$ cat config.mk
export PLATFORM = sky130hd
export DESIGN_NAME = rtc_rate_gen
export DESIGN_NICKNAME = d
export VERILOG_FILES = /design/src/rtl/rtc_rate_pkg.sv /design/src/rtl/rtc_ctrl_reg.sv /design/src/rtl/rtc_div_chain.sv /design/src/rtl/rtc_rate_tap.sv /design/src/rtl/rtc_rate_gen.sv
export SDC_FILE = /design/constraint.sdc
export NUM_CORES = 1
export LEC_CHECK = 0
export BUFFER_PORTS_ARGS = -buffer_cell sky130_fd_sc_hd__buf_2
export CAP_MARGIN = 5
export CORE_MARGIN = 5
export CORE_UTILIZATION = 61
export DETAILED_ROUTE_END_ITERATION = 6
export PLACE_DENSITY = 0.95
export SYNTH_ARGS = -nofsm -noshare
export SYNTH_HDL_FRONTEND = slang
export SYNTH_SLANG_ARGS = --single-unit
$ cat constraint.sdc
create_clock -name clk -period 6.3 [get_ports clk]
set_input_delay 0.63 -clock clk [delete_from_list [all_inputs] [get_ports clk]]
set_output_delay 0.63 -clock clk [all_outputs]
set_load 0.03 [all_outputs]
$ cat src/rtl/rtc_rate_pkg.sv
package rtc_rate_pkg;

  typedef enum logic [1:0] {
    CH_OFF  = 2'd0,
    CH_RUN  = 2'd1,
    CH_TEST = 2'd2,
    CH_HOLD = 2'd3
  } chain_mode_e;

  // Chain control codes: 0,1 off; 2 run; 3..5 test; 6,7 hold at zero
  function automatic chain_mode_e decode_chain(input logic [2:0] code);
    chain_mode_e m;
    case (code)
      3'd0, 3'd1:       m = CH_OFF;
      3'd2:             m = CH_RUN;
      3'd3, 3'd4, 3'd5: m = CH_TEST;
      default:          m = CH_HOLD;
    endcase
    return m;
  endfunction

endpackage

$ cat src/rtl/rtc_ctrl_reg.sv
module rtc_ctrl_reg #(
  parameter int RATE_W    = 4,
  parameter int CHAIN_W   = 3,
  parameter int RATE_RST  = 6,
  parameter int CHAIN_RST = 2
) (
  input  logic                      clk,
  input  logic                      rst,
  input  logic                      we,
  input  logic [RATE_W+CHAIN_W-1:0] wdata,
  output logic [RATE_W-1:0]         rate_q,
  output logic [CHAIN_W-1:0]        chain_q
);

  always_ff @(posedge clk) begin
    if (rst) begin
      rate_q  <= RATE_W'(RATE_RST);
      chain_q <= CHAIN_W'(CHAIN_RST);
    end else if (we) begin
      rate_q  <= wdata[RATE_W-1:0];
      chain_q <= wdata[RATE_W+CHAIN_W-1:RATE_W];
    end
  end

endmodule

$ cat src/rtl/rtc_div_chain.sv
module rtc_div_chain
  import rtc_rate_pkg::*;
#(
  parameter int STAGES = 15
) (
  input  logic              clk,
  input  logic              rst,
  input  logic              tick_in,
  input  chain_mode_e       mode,
  output logic [STAGES-1:0] cnt_nxt,
  output logic              adv,
  output logic              sec_q
);

  localparam logic [STAGES-1:0] HALF = {1'b1, {(STAGES-1){1'b0}}};

  logic [STAGES-1:0] cnt_q;
  logic              running;

  assign running = (mode == CH_RUN) || (mode == CH_TEST);
  assign adv     = tick_in && running;

  always_comb begin
    if (mode == CH_HOLD)
      cnt_nxt = '0;
    else if (adv)
      cnt_nxt = cnt_q + 1'b1;
    else
      cnt_nxt = cnt_q;
  end

  always_ff @(posedge clk) begin
    if (rst) begin
      cnt_q <= '0;
      sec_q <= 1'b0;
    end else begin
      cnt_q <= cnt_nxt;
      sec_q <= adv && (cnt_nxt == HALF);
    end
  end

endmodule

$ cat src/rtl/rtc_rate_tap.sv
module rtc_rate_tap #(
  parameter int STAGES = 15,
  parameter int RATE_W = 4
) (
  input  logic              clk,
  input  logic              rst,
  input  logic [RATE_W-1:0] rate,
  input  logic [STAGES-1:0] cnt_nxt,
  input  logic              adv,
  input  logic              pie_en,
  input  logic              sqw_en,
  output logic              pulse_q,
  output logic              sqw_q
);

  localparam int NRATE     = 1 << RATE_W;
  localparam int ALIAS_OFS = 7;

  logic [NRATE-1:0]  hit;
  logic [NRATE-1:0]  lvl;
  logic [RATE_W-1:0] eff;
  logic              active;

  // Codes 1 and 2 roll over to the slow codes 8 and 9
  always_comb begin
    if (rate == RATE_W'(1) || rate == RATE_W'(2))
      eff = rate + RATE_W'(ALIAS_OFS);
    else
      eff = rate;
  end

  assign active = (rate != '0);

  for (genvar g = 0; g < NRATE; g++) begin : g_tap
    if (g >= 3 && g <= STAGES + 1) begin : g_live
      assign hit[g] = ~|cnt_nxt[g-2:0];
      assign lvl[g] = cnt_nxt[g-2];
    end else begin : g_dead
      assign hit[g] = 1'b0;
      assign lvl[g] = 1'b0;
    end
  end

  always_ff @(posedge clk) begin
    if (rst) begin
      pulse_q <= 1'b0;
      sqw_q   <= 1'b0;
    end else begin
      pulse_q <= adv && pie_en && active && hit[eff];
      sqw_q   <= sqw_en && active && lvl[eff];
    end
  end

endmodule

$ cat src/rtl/rtc_rate_gen.sv
module rtc_rate_gen
  import rtc_rate_pkg::*;
#(
  parameter int RATE_W  = 4,
  parameter int CHAIN_W = 3,
  parameter int STAGES  = 15
) (
  input  logic                      clk,
  input  logic                      rst,
  input  logic                      tick_in,
  input  logic                      ctrl_we,
  input  logic [RATE_W+CHAIN_W-1:0] ctrl_wdata,
  input  logic                      pie_en,
  input  logic                      sqw_en,
  output logic [RATE_W+CHAIN_W-1:0] reg_a_q,
  output logic                      periodic_pulse,
  output logic                      sqw_out,
  output logic                      sec_tick,
  output logic                      chain_in_reset
);

  logic [RATE_W-1:0]  rate_q;
  logic [CHAIN_W-1:0] chain_q;
  logic [STAGES-1:0]  cnt_nxt;
  logic               adv;
  chain_mode_e        mode;

  rtc_ctrl_reg #(
    .RATE_W   (RATE_W),
    .CHAIN_W  (CHAIN_W),
    .RATE_RST (6),
    .CHAIN_RST(2)
  ) u_reg (
    .clk    (clk),
    .rst    (rst),
    .we     (ctrl_we),
    .wdata  (ctrl_wdata),
    .rate_q (rate_q),
    .chain_q(chain_q)
  );

  assign mode = decode_chain(chain_q[2:0]);

  rtc_div_chain #(.STAGES(STAGES)) u_chain (
    .clk    (clk),
    .rst    (rst),
    .tick_in(tick_in),
    .mode   (mode),
    .cnt_nxt(cnt_nxt),
    .adv    (adv),
    .sec_q  (sec_tick)
  );

  rtc_rate_tap #(.STAGES(STAGES), .RATE_W(RATE_W)) u_tap (
    .clk    (clk),
    .rst    (rst),
    .rate   (rate_q),
    .cnt_nxt(cnt_nxt),
    .adv    (adv),
    .pie_en (pie_en),
    .sqw_en (sqw_en),
    .pulse_q(periodic_pulse),
    .sqw_q  (sqw_out)
  );

  assign reg_a_q        = {chain_q, rate_q};
  assign chain_in_reset = (mode == CH_HOLD);

endmodule

# Yosys cells after proc, flatten, opt, wreduce, memory -nomap -nowiden
# Cells that the tools add are included.
# totals
reg_bits	25
latchBits	0
mem_bits_rw	0
romBits	0
out_inout_bits	11
memories	0
# classes
n_addsub	2
multipliers	0
div	0
n_lt_le_gt_ge	1
eq_ne	11
shift	0
mux	8
bitwise_logic	0
reduce_logical	39
# op_table
op	count
2-to-1 mux 15 bit	2
adder 15 x 1 -> 15 bit (second input constant)	1
== test 15 bit (second input constant)	1
OR reduction 14 bit	1
logical NOT 1 bit	13
OR reduction 13 bit	1
OR reduction 12 bit	1
OR reduction 11 bit	1
OR reduction 10 bit	1
OR reduction 9 bit	1
binary-select mux 1 bit (select 4 bit)	2
OR reduction 8 bit	1
logical AND 1 bit	7
OR reduction 7 bit	1
== test 3 x 2 -> 1 bit (second input constant)	2
== test 3 bit (second input constant)	2
one-hot mux 2 bit (3 select lines)	1
OR reduction 3 bit	2
OR reduction 6 bit	1
< comparator 4 x 5 -> 1 bit (second input constant)	1
OR reduction 5 bit	1
adder 4 x 3 -> 4 bit (second input constant)	1
== test 2 bit (second input constant)	2
== test 4 x 1 -> 1 bit (second input constant)	1
10 further kinds	13

# Longest topological paths before layout
# Gate-level depths: netlist of the first run.
# depth
ltp_word	13
mapped_depth	8

# Hierarchy
# Synthesis of the first run repeated with hierarchy kept, for this count alone.
# hier_totals
cells_unflattened	220
hier_area_um2	1788.0
# modules_own_cells
module	n_inst	cells_per_inst	area_each_um2
rtc_div_chain	1	122	996.0
rtc_rate_tap	1	71	506.7
rtc_ctrl_reg	1	22	259.0
rtc_rate_gen	1	5	26.3

# Worst setup path after synthesis of the first run
# Ideal clock, no wire load.
# synth_timing
kind	register -> register
startpoint	register u_reg.chain_q[1]
endpoint	register u_tap.pulse_q
arrival_ps	2476
required_time_ps	6239
path_slack_ps	3764
stages_incl_launch_ff	8
n_path_buf	0
period_less_slack_ps	2536
path_cell_list	dfxtp_1 > ha_1 > nand4_4 > nor4_1 > mux2i_1 > o21ai_0 > a2111oi_0 > o221a_1
# synth_via
elab_chain_cells	13
word_cells_on_any_way	47
cone_classes	eq/ne: 8; mux: 5; reduce/logical: 34
# synth_rtl
element	line	rtl
start: declaration	rtc_ctrl_reg.sv:12	output logic [CHAIN_W-1:0] chain_q
start signal: assignment	rtc_ctrl_reg.sv:18	chain_q <= CHAIN_W'(CHAIN_RST);
start signal: assignment	rtc_ctrl_reg.sv:21	chain_q <= wdata[RATE_W+CHAIN_W-1:RATE_W];
== test 3 x 2 -> 1 bit (tied with other cells)	rtc_rate_pkg.sv:13	case (code)
OR reduction 3 bit / OR reduction 2 bit (equally long branches)	rtc_rate_pkg.sv:13	
one-hot mux 2 bit (3 select lines) *	rtc_rate_pkg.sv:13	
== test 2 x 1 -> 1 bit / == test 2 bit (equally long branches)	rtc_div_chain.sv:20	assign running = (mode == CH_RUN) || (mode == CH_TEST);
logical OR 1 bit	rtc_div_chain.sv:20	
logical AND 1 bit	rtc_div_chain.sv:21	assign adv = tick_in && running;
2-to-1 mux 15 bit	rtc_div_chain.sv:26	else if (adv)
2-to-1 mux 15 bit	rtc_div_chain.sv:24	if (mode == CH_HOLD)
OR reduction 14 bit (tied with other cells)	rtc_rate_tap.sv:36	assign hit[g] = ~|cnt_nxt[g-2:0];
logical NOT 1 bit	rtc_rate_tap.sv:36	
binary-select mux 1 bit (select 4 bit)	rtc_rate_tap.sv:49	pulse_q <= adv && pie_en && active && hit[eff];
2-to-1 mux 1 bit (implied by the code)	rtc_rate_tap.sv:49	
logical AND 1 bit *	rtc_rate_tap.sv:49	
end signal: assignment	rtc_rate_tap.sv:49	
end: declaration	rtc_rate_tap.sv:12	output logic pulse_q,
# Every way passes the cells marked *; elsewhere a longest branch is shown, timed or not. The select of a mux whose other input is x is not followed.
# A chain may end at the register's enable or synchronous reset.

# Worst setup path after layout of the first run
# Ends and elaborated chain as after synthesis.

==> summary.md, run 1 <==
| Metric | Value |
|---|---|
| Post-DP HPWL | `around 3200 µm` |
| Synth cell count leaders | `32 x nor2_1, 25 x dfxtp_1, 17 x nand2_1` |
| Reg2reg start | `u_reg.chain_q[1]` |
| Die area | `4040 µm²` |
| Vert. Die Dim | `around 64 µm` |
| Part of the cycle the worst path needs | `between 40 and 50%` |
| Number of global-route vias before repair | `1,576` |
| Flop pwr share | `53.1%` |
| Non-Filler Instances | `258` |
| Postcts setup bufs | `0` |
| Synth Instances | `208` |
| Placed cells | `254` |
| Startpoint type of the worst setup path | `flop` |
| Hold_ws | `0.519 ns` |
| Crit path max-delay cell type | `mux2i_1` |
| Gr usage total | `21.7%` |
| Reg-to-reg slack, setup | `approximately 3.5 ns` |
| CTS tree | `built` |
| Status | `finished, final reports clean` |
| Synth Cell Area | `1750 µm²` |
| # rows | `19` |
| Avg WL per Cell | `~16 µm` |
| Post-synth EDFFs | `0` |
| Post_cts resized | `0` |
| Final hold violations | `0` |
| IO Count | `24` |
| Clock Sink Count | `25` |
| RSZ-0062 raised after global routing | `no` |
| Relative slew margins | `55.2%` |
| Share of layout cells above drive strength 1 | `~22%` |
| Cell accounting for the most synthesized area | `dfxtp_1` |
| Clk_lat worst skew | `0.33 ns` |
| Initial Util | `63.4%` |
| Avg Cell Area, Syn | `8.41 µm²` |
| H-tree Lvls | `1` |
| Final net count | `about 250` |
| Ys Warns | `0` |
| First-pass GRT wire length | `7180 µm` |
| Core box area | `2760 µm²` |
| Hold Path Class | `in2reg` |
| Worst endpoint required time | `roughly 6.6 ns` |
| Area growth syn-to-layout | `7.73%` |
| Max_cap viols | `0` |
| Worst reg2reg path depth | `7` |
| Hold Buf Count CTS | `0` |
| FMAX | `357 MHz` |
| Final core utilization | `68.3%` |
| Top-area cell type share of the netlist area | `28.6%` |
| NetSw | `0.105 mW` |
| CP peak stage delay | `0.49 ns` |
| Worst-margin pin slew | `0.673 ns` |
| WP data arrival | `3.09 ns` |
| Final Critical Period | `about 2.8 ns` |
| Gp weighted congestion | `0.962` |
| Synthesized Nets | `226` |
| PnR worst setup slack | `~3.5 ns` |
| Pleak | `0.696 nW` |
| CTS root buffer | `clkbuf_4` |
| Fin Clk Skew | `0.00856 ns` |
| Setup violators final | `0` |
| Synth Flop Type | `dfxtp_1` |
| Crit Path Class | `reg2reg` |
| Hold path depth | `3` |
| DR vias | `1,672` |
| Initial antenna violation count | `0` |
| Sum Neg Setup Slack | `0 ns` |
| Int Pwr | `around 0.21 mW` |
| Clk buf depth | `2` |
| Worst-path cell chain | `ha_1 -> nand4_4 -> nor4_1 -> mux2i_1 -> o21ai_0 -> a2111oi_0 -> o221a_1` |
| Number of CTS-inserted buffers | `3` |
| Reg clk slew, reported paths | `between 0.1 and 0.15 ns` |
| Peak VDD IR | `around 0.19 mV` |
| Distinct cell type count after synthesis | `61` |
| P per Cell Area | `approximately 170 nW/µm²` |
| Sequential-to-total area share from yosys stat | `between 20% and 30%` |
| Asr flop ratio synth | `0%` |
| Post-Place Worst Slack | `3.49 ns` |
| Max-slew violation count | `0` |
| ANT cells | `0` |
| Post-detailed-route via-to-cell ratio | `6.48` |
| Antenna Nets Post-Route | `0` |
| Clock power share | `between 20% and 30%` |
| Hold Path Origin | `ctrl_wdata[2]` |
| Top post-synthesis cells by area | `dfxtp_1 29%, nor2_1 6.9%, mux2i_1 5.7%, xnor2_1 4.0%, nand2_1 3.6%` |
| Hold EP | `u_reg.rate_q[2]` |
| Count leader, synth | `nor2_1` |
| DRT Pass-1 Iters | `4` |
| Final wirelength | `4200 µm` |
| DRC Markers | `0` |
| Global route total overflow | `0` |
| Kind of end point of the critical path | `flop` |
| CP max FO | `10` |
| Synth Register Bits | `25` |
| Sw frac | `between 30% and 40%` |
| Comb pwr share | `23.6%` |
| Largest net degree at the start of global routing | `18` |
| 1st-iter DRT viols | `approximately 110` |
| Buffers on Ports | `23` |
| Die W | `about 64 µm` |
| Worst r2r dst | `u_tap.pulse_q` |
-- routing by layer --
layer / vias to the layer above / wire length (µm) / GRT usage, %
li1: 815 / - / -
met1: 758 / 1840 / 29.1
met2: 84 / 1950 / 34.4
met3: 15 / 317 / 3.73
met4: 0 / 82 / 8.05
met5: - / 0 / 0
-- cell type report --
type	instances	area [µm²]
multi-input combinational	167	1170
sequential	25	500
clock inverter	1	5.00
inverter	8	30.0
timing repair buffer	23	115
fill	229	873
tap	31	38.8
clock buffer	3	22.5
-- stage by stage --
step                cell area [µm²]  power (mW)
floorplan                      1750       0.226
global placement               1860       0.244
detailed placement             1860       0.246
CTS                            1880       0.319
global route                   1880       0.335
finish                         1880       0.318
-- layout by cell type, fill, tap and decap left out, types with 3 or more instances in the layout --
master / instances
o211ai_1: 3
and2_1: 3
o32ai_1: 3
nand2_1: 17
ha_1: 5
nor3_1: 9
clkbuf_4: 3
nor4_2: 3
dfxtp_1: 25
o21a_1: 3
buf_2: 23
mux2i_1: 10
nor4_1: 4
xnor2_1: 8
o21ai_0: 6
nor2_1: 32
inv_1: 8
a21oi_1: 7
nand4_1: 3
nand3_1: 7
-- power groups by stage --
stage	combinational [mW]	sequential, mW	clock (mW)
6_report	0.0750	0.169	0.0740
3_5_place_dp	0.0732	0.172	0
5_1_grt	0.0816	0.170	0.0830
4_1_cts	0.0738	0.169	0.0762
2_1_floorplan	0.0486	0.178	0
3_3_place_gp	0.0718	0.172	0
-- critical path, delay by kind of cell, from the launching register on --
family / cells / cell delay [ns]
flip-flops: 1 / 0.35
AND/OR/NAND/NOR: 2 / 0.67
adder cells (fa/ha/maj): 1 / 0.39
multiplexers: 1 / 0.49
AO/OA/AOI/OAI: 3 / 0.86
-- kinds of logic after synthesis --
kind of cell / Yosys count / share of synthesized area, %
simple gates: 96 / 32.0
compound gates: 46 / 20.5
flops: 25 / 28.6
buf+inv: 16 / 4.36
mux: 11 / 6.37
xor+xnor: 9 / 4.51
fa+ha+maj: 5 / 3.58
-- worst max path at each step --
| stage | from | endpoint | slack (ns) |
|---|---|---|---|
| after global routing | u_reg.chain_q[2] | u_tap.pulse_q | 3.31 |
| after global placement | tick_in | u_tap.pulse_q | 3.68 |
| after floorplan | u_reg.chain_q[1] | u_tap.pulse_q | 3.76 |
| after CTS | u_reg.chain_q[1] | u_tap.pulse_q | 3.54 |
| after detailed placement | tick_in | u_tap.pulse_q | 3.49 |
| final | u_reg.chain_q[1] | u_tap.pulse_q | 3.50 |
-- state kept, by name (all words and copies together), names as in the netlist --
| register | flops |
|---|---|
| u_reg.chain_q | 3 |
| u_chain.cnt_q | 15 |
| u_reg.rate_q | 4 |
| u_tap.sqw_q | 1 |
| u_chain.sec_q | 1 |
| u_tap.pulse_q | 1 |
Power figures use the tool's default switching activity.
==> inputs of run 2 (changes only) <==
Settings changed: CORE_UTILIZATION 61 to 57, PLACE_DENSITY 0.95 to 0.9.
Clock period 6.3 ns to 2.9 ns, I/O delays scaled along.
==> summary.md, run 2 (synthesis gave the netlist of run 1 again) <==
| Metric | Value |
|---|---|
| WP data arrival | `2.98 ns (-0.11 ns)` |
| FMAX | `370 MHz (+3.7%)` |
| Max-slew violation count | `0 (unchanged)` |
| Status | `finished, final reports clean` |
| Gr usage total | `20.4% (-1.3 points)` |
| Reg2reg start | `u_reg.chain_q[1]` |
| Fin Clk Skew | `0.00680 ns (-0.00176 ns)` |
| Avg WL per Cell | `16.1 µm (-0.71%)` |
| Clk_lat worst skew | `0.32 ns (about the same)` |
| Relative slew margins | `50.0% (-5.2 points)` |
| Clock Sink Count | `25 (unchanged)` |
| Final hold violations | `0 (unchanged)` |
| First-pass GRT wire length | `6920 µm (-3.6%)` |
| Crit path from | `u_reg.chain_q[1]` |
| Total power | `0.692 mW (+120%)` |
| Area growth syn-to-layout | `8.87%` |
| Clk buf depth | `2 (unchanged)` |
| Buffers on Ports | `23 (unchanged)` |
| Gp weighted congestion | `0.979 (+1.8%)` |
| Crit Path Class | `reg2reg` |
| Setup crit end | `u_tap.pulse_q` |
| Hold Path Class | `in2reg` |
| Number of CTS-inserted buffers | `3 (unchanged)` |
| # rows | `20 (+1)` |
| Pleak | `0.702 nW (+0.81%)` |
| Reg clk slew, reported paths | `0.15 ns (about the same)` |
| Most flops, register | `u_chain.cnt_q` |
| Post-DP HPWL | `3190 µm (+0.18%)` |
| Max reg flops | `15 (unchanged)` |
| Core box area | `3000 µm² (+8.9%)` |
| Global route total overflow | `0 (unchanged)` |
| Post-detailed-route via-to-cell ratio | `6.54 (+0.95%)` |
| Number of global-route vias before repair | `1,560 (-1.0%)` |
| Hold Buf Count CTS | `0 (unchanged)` |
| Share of layout cells above drive strength 1 | `22.3% (+0.68 points)` |
| Worst reg2reg path depth | `7 (unchanged)` |
| RSZ-0062 raised after global routing | `no` |
| Worst-margin pin slew | `0.744 ns (+0.0717 ns)` |
| Peak VDD IR | `0.305 mV (+62%)` |
| Worst r2r dst | `u_tap.pulse_q` |
| Startpoint type of the worst setup path | `flop` |
| Final core utilization | `63.4% (-4.9 points)` |
| CTS tree | `built` |
| Kind of end point of the critical path | `flop` |
| Initial antenna violation count | `0 (unchanged)` |
| Reg-to-reg slack, setup | `0.20 ns (-3.30 ns)` |
| DR vias | `1,714 (+2.5%)` |
| Postcts setup bufs | `0 (unchanged)` |
| Final Critical Period | `2.70 ns (-0.0991 ns)` |
| Vert. Die Dim | `65.4 µm (+2.9%)` |
| P per Cell Area | `363 nW/µm² (+120%)` |
| Commonest cells after routing, fill and taps aside | `32 x nor2_1, 25 x dfxtp_1, 23 x buf_2` |
| Final wirelength | `4230 µm (+0.83%)` |
| CP max FO | `9 (-1)` |
| Antenna Nets Post-Route | `0 (unchanged)` |
| ANT cells | `0 (unchanged)` |
| Largest net degree at the start of global routing | `18 (unchanged)` |
| Part of the cycle the worst path needs | `93.1% (+49 points)` |
| H-tree Lvls | `1 (unchanged)` |
| Setup violators final | `0 (unchanged)` |
| DRC Markers | `0 (unchanged)` |
| Final net count | `248 (+0.81%)` |
| IO Count | `24 (unchanged)` |
| Post_cts resized | `0 (unchanged)` |
| Die area | `4280 µm² (+5.9%)` |
| Die W | `65.4 µm (+2.9%)` |
| Sum Neg Setup Slack | `0 ns (unchanged)` |
| 1st-iter DRT viols | `140 (+24%)` |
| CTS root buffer | `clkbuf_4` |
| Worst endpoint required time | `3.18 ns (-3.41 ns)` |
| Max_cap viols | `0 (unchanged)` |
| Initial Util | `58.3% (-5.2 points)` |
| Regs by FF count | `u_chain.cnt_q (15), u_reg.rate_q (4), u_reg.chain_q (3)` |
| Commonest non-fill, non-tap cell in the layout | `nor2_1` |
| DRT Pass-1 Iters | `4 (unchanged)` |
## run 2: changes by cell type in the layout (fill, tap and decap cells not counted), sizes merged
cell      change
clkinvlp      +1
buf           +2
clkinv        -1
## run 2: how the worst min path moves through the flow
stage                     startpoint                to  slack, ns  cells after the start
finish                 ctrl_wdata[1]   u_reg.rate_q[1]       0.18                      3
global route           ctrl_wdata[6]  u_reg.chain_q[2]       0.19                      3
CTS                    ctrl_wdata[6]  u_reg.chain_q[2]       0.18                      3
detailed placement  u_reg.chain_q[0]  u_reg.chain_q[0]       0.49                      2
global placement    u_reg.chain_q[0]  u_reg.chain_q[0]       0.48                      2
floorplan              ctrl_wdata[5]  u_reg.chain_q[1]       0.42                      2
## run 2: power breakdown
| part | leakage [nW] | switching [mW] | internal (mW) | total [mW] |
|---|---|---|---|---|
| registers | 0.203 | 0.0134 | 0.353 | 0.367 |
| logic | 0.485 | 0.104 | 0.0578 | 0.162 |
| clock network | 0.0139 | 0.110 | 0.0527 | 0.163 |
## run 2: through the flow
stage                     cells  hold slack (ns)  setup slack (ns)  area [µm²]
after floorplan             208            0.419             0.364        1750
after detailed placement    258            0.494             0.310        1870
after CTS                   262            0.183             0.262        1900
after global placement      258            0.480             0.323        1870
after global routing        262            0.185             0.116        1900
final                       262            0.183             0.200        1900
## run 2: worst max-delay path, stage by stage, from the launching register on
cell	delay, ns
dfxtp_1	0.35
ha_1	0.39
nand3_2	0.25
nor4_1	0.37
mux2i_1	0.42
o21ai_0	0.17
a2111oi_0	0.46
o221a_1	0.25
## run 2: cell type report
class                      instances  area [µm²]
timing repair buffer              25         130
fill                             257        1100
inverter                           8        30.0
clock buffer                       3        22.5
tap                               33        41.3
clock inverter                     1        7.51
sequential                        25         500
multi-input combinational        167        1170
## run 2: per-layer routing
metal  up-vias  share of wire (%)  global-route usage [%]  wire length, µm
met1       781                 43                    26.1             1820
met5         -                  0                       0                0
met2        99                 47                    34.9             1970
met4         0                2.3                    8.03               96
li1        821                  -                       -                -
met3        13                8.1                    2.05              344
==> inputs of run 3 (changes only) <==
Settings changed: MAX_ROUTING_LAYER set to met4, TNS_END_PERCENT set to 10.
==> summary.md, run 3 (synthesis gave the netlist of run 1 again) <==
| Metric | Value |
|---|---|
| Startpoint type of the worst setup path | `flop` |
| Die area | `4280 µm² (unchanged)` |
| Core box area | `3000 µm² (unchanged)` |
| Worst-margin pin slew | `0.661 ns (-0.0837 ns)` |
| Most flops, register | `u_chain.cnt_q` |
| Initial antenna violation count | `0 (unchanged)` |
| Final Critical Period | `2.74 ns (+0.0377 ns)` |
| # rows | `20 (unchanged)` |
| DRC Markers | `0 (unchanged)` |
| Gp weighted congestion | `0.947 (-3.3%)` |
| Setup violators final | `0 (unchanged)` |
| Initial Util | `58.3% (unchanged)` |
| CP top delay family | `compound AO/OA/AOI/OAI gates` |
| Regs by FF count | `u_chain.cnt_q (15), u_reg.rate_q (4), u_reg.chain_q (3)` |
| Max-slew violation count | `0 (unchanged)` |
| Setup crit end | `u_tap.pulse_q` |
| Crit Path Class | `reg2reg` |
| Hold Buf Count CTS | `0 (unchanged)` |
| Post-detailed-route via-to-cell ratio | `6.31 (-3.5%)` |
| Avg WL per Cell | `15.7 µm (-2.7%)` |
| IO Count | `24 (unchanged)` |
| Final net count | `248 (unchanged)` |
| Reg-to-reg slack, setup | `0.16 ns (-0.04 ns)` |
| Fillers | `248 (-3.5%)` |
| Final hold violations | `0 (unchanged)` |
| Hold Path Class | `in2reg` |
| Crit path from | `u_reg.chain_q[1]` |
| Gr usage total | `20.6% (+0.27 points)` |
| Clock Sink Count | `25 (unchanged)` |
| Worst endpoint required time | `3.17 ns (about the same)` |
| Sum Neg Setup Slack | `0 ns (unchanged)` |
| 1st-iter DRT viols | `113 (-19%)` |
| Share of layout cells above drive strength 1 | `22.3% (unchanged)` |
| Relative slew margins | `55.6% (+5.6 points)` |
| Reg2reg start | `u_reg.chain_q[1]` |
| Global route total overflow | `0 (unchanged)` |
| Status | `finished, final reports clean` |
| Clk_lat worst skew | `0.31 ns (about the same)` |
| Max reg flops | `15 (unchanged)` |
| CTS root buffer | `clkbuf_4` |
| ANT cells | `0 (unchanged)` |
| Peak VDD IR | `0.246 mV (-19%)` |
| Crit path max-delay cell type | `a2111oi_0` |
| Commonest non-fill, non-tap cell in the layout | `nor2_1` |
| Worst-path cell chain | `ha_1 -> nand3_2 -> or4_4 -> xor2_1 -> a41oi_2 -> a2111oi_0 -> o221a_1` |
| Largest net degree at the start of global routing | `18 (unchanged)` |
| Reg clk slew, reported paths | `0.14 ns (about the same)` |
| Stages on worst setup path | `7 (unchanged)` |
| Number of global-route vias before repair | `1,558 (-0.13%)` |
| Buffers on Ports | `23 (unchanged)` |
| Kind of end point of the critical path | `flop` |
| DRT Pass-1 Iters | `4 (unchanged)` |
| Post_cts resized | `0 (unchanged)` |
| CTS tree | `built` |
| Commonest cells after routing, fill and taps aside | `32 x nor2_1, 25 x dfxtp_1, 23 x buf_2` |
| Part of the cycle the worst path needs | `94.4% (+1.3 points)` |
| CP Buf/Inv Count | `0 (unchanged)` |
| Postcts setup bufs | `0 (unchanged)` |
| Fin Clk Skew | `0.00253 ns (-0.00427 ns)` |
| Hold path depth | `3 (unchanged)` |
| CP max FO | `9 (unchanged)` |
| Antenna Nets Post-Route | `0 (unchanged)` |
| Area growth syn-to-layout | `8.87% (unchanged)` |
| FMAX | `365 MHz (-1.4%)` |
| Clk buf depth | `2 (unchanged)` |
| Worst reg2reg path depth | `7 (unchanged)` |
| WP data arrival | `3.01 ns (+0.03 ns)` |
| H-tree Lvls | `1 (unchanged)` |
| CP peak stage delay | `0.51 ns (+0.05 ns)` |
| Pleak | `0.702 nW (unchanged)` |
| DR vias | `1,654 (-3.5%)` |
| Die W | `65.4 µm (unchanged)` |
| Final wirelength | `4110 µm (-2.7%)` |
| P per Cell Area | `361 nW/µm² (-0.51%)` |
| Post-Place Worst Slack | `0.322 ns (+0.0118 ns)` |
| Vert. Die Dim | `65.4 µm (unchanged)` |
| PnR worst setup slack | `0.162 ns (-0.0377 ns)` |
| Post-DP HPWL | `3220 µm (+0.88%)` |
| Worst r2r dst | `u_tap.pulse_q` |
| Number of CTS-inserted buffers | `3 (unchanged)` |
| First-pass GRT wire length | `6960 µm (+0.51%)` |
| RSZ-0062 raised after global routing | `no` |
| Max_cap viols | `0 (unchanged)` |
==> run 3: cell type report <==
| type | count | area (µm²) | area share [%] |
|---|---|---|---|
| clock buffer | 3 | 22.5 | 1.18 |
| tap | 33 | 41.3 | 2.17 |
| sequential | 25 | 500 | 26.3 |
| clock inverter | 1 | 7.51 | 0.394 |
| timing repair buffer | 25 | 130 | 6.83 |
| multi-input combinational | 167 | 1170 | 61.6 |
| inverter | 8 | 30.0 | 1.58 |
==> run 3: how the worst min path moves through the flow <==
stage,startpoint,endpoint,slack (ns)
floorplan,ctrl_wdata[5],u_reg.chain_q[1],0.42
global placement,u_reg.chain_q[0],u_reg.chain_q[0],0.47
detailed placement,u_reg.chain_q[0],u_reg.chain_q[0],0.49
CTS,ctrl_wdata[2],u_reg.rate_q[2],0.18
global route,ctrl_wdata[5],u_reg.chain_q[1],0.19
finish,ctrl_wdata[2],u_reg.rate_q[2],0.18
==> run 3: worst min-delay path, delay by kind of cell <==
family                 cells  cell delay [ns]
multiplexers               1             0.05
AND/OR/NAND/NOR            1             0.05
buffers and inverters      1             0.08
==> run 3: routing by layer <==
| metal | track usage (%) | up-vias | share of wire, % |
|---|---|---|---|
| met5 | - | - | 0 |
| met4 | 4.92 | 0 | 0.92 |
| met3 | 3.42 | 4 | 7.3 |
| met2 | 34.6 | 72 | 48 |
| met1 | 25.9 | 762 | 44 |
| li1 | - | 816 | - |
==> run 3: power breakdown <==
group | internal (mW) | switching, mW | leakage [nW]
Sequential | 0.353 | 0.0137 | 0.203
Combinational | 0.0577 | 0.104 | 0.485
Clock | 0.0526 | 0.107 | 0.0139
Total | 0.464 | 0.225 | 0.702
==> run 3: through the flow <==
stage / cells / utilization [%] / area [µm²] / hold WS, ns / power (mW)
CTS: 262 / 63.4 / 1900 / 0.177 / 0.692
global route: 262 / 63.4 / 1900 / 0.186 / 0.724
finish: 262 / 63.4 / 1900 / 0.178 / 0.688
floorplan: 208 / - / 1750 / 0.419 / 0.492
detailed placement: 258 / 62.4 / 1870 / 0.490 / 0.533
global placement: 258 / 62.4 / 1870 / 0.472 / 0.531
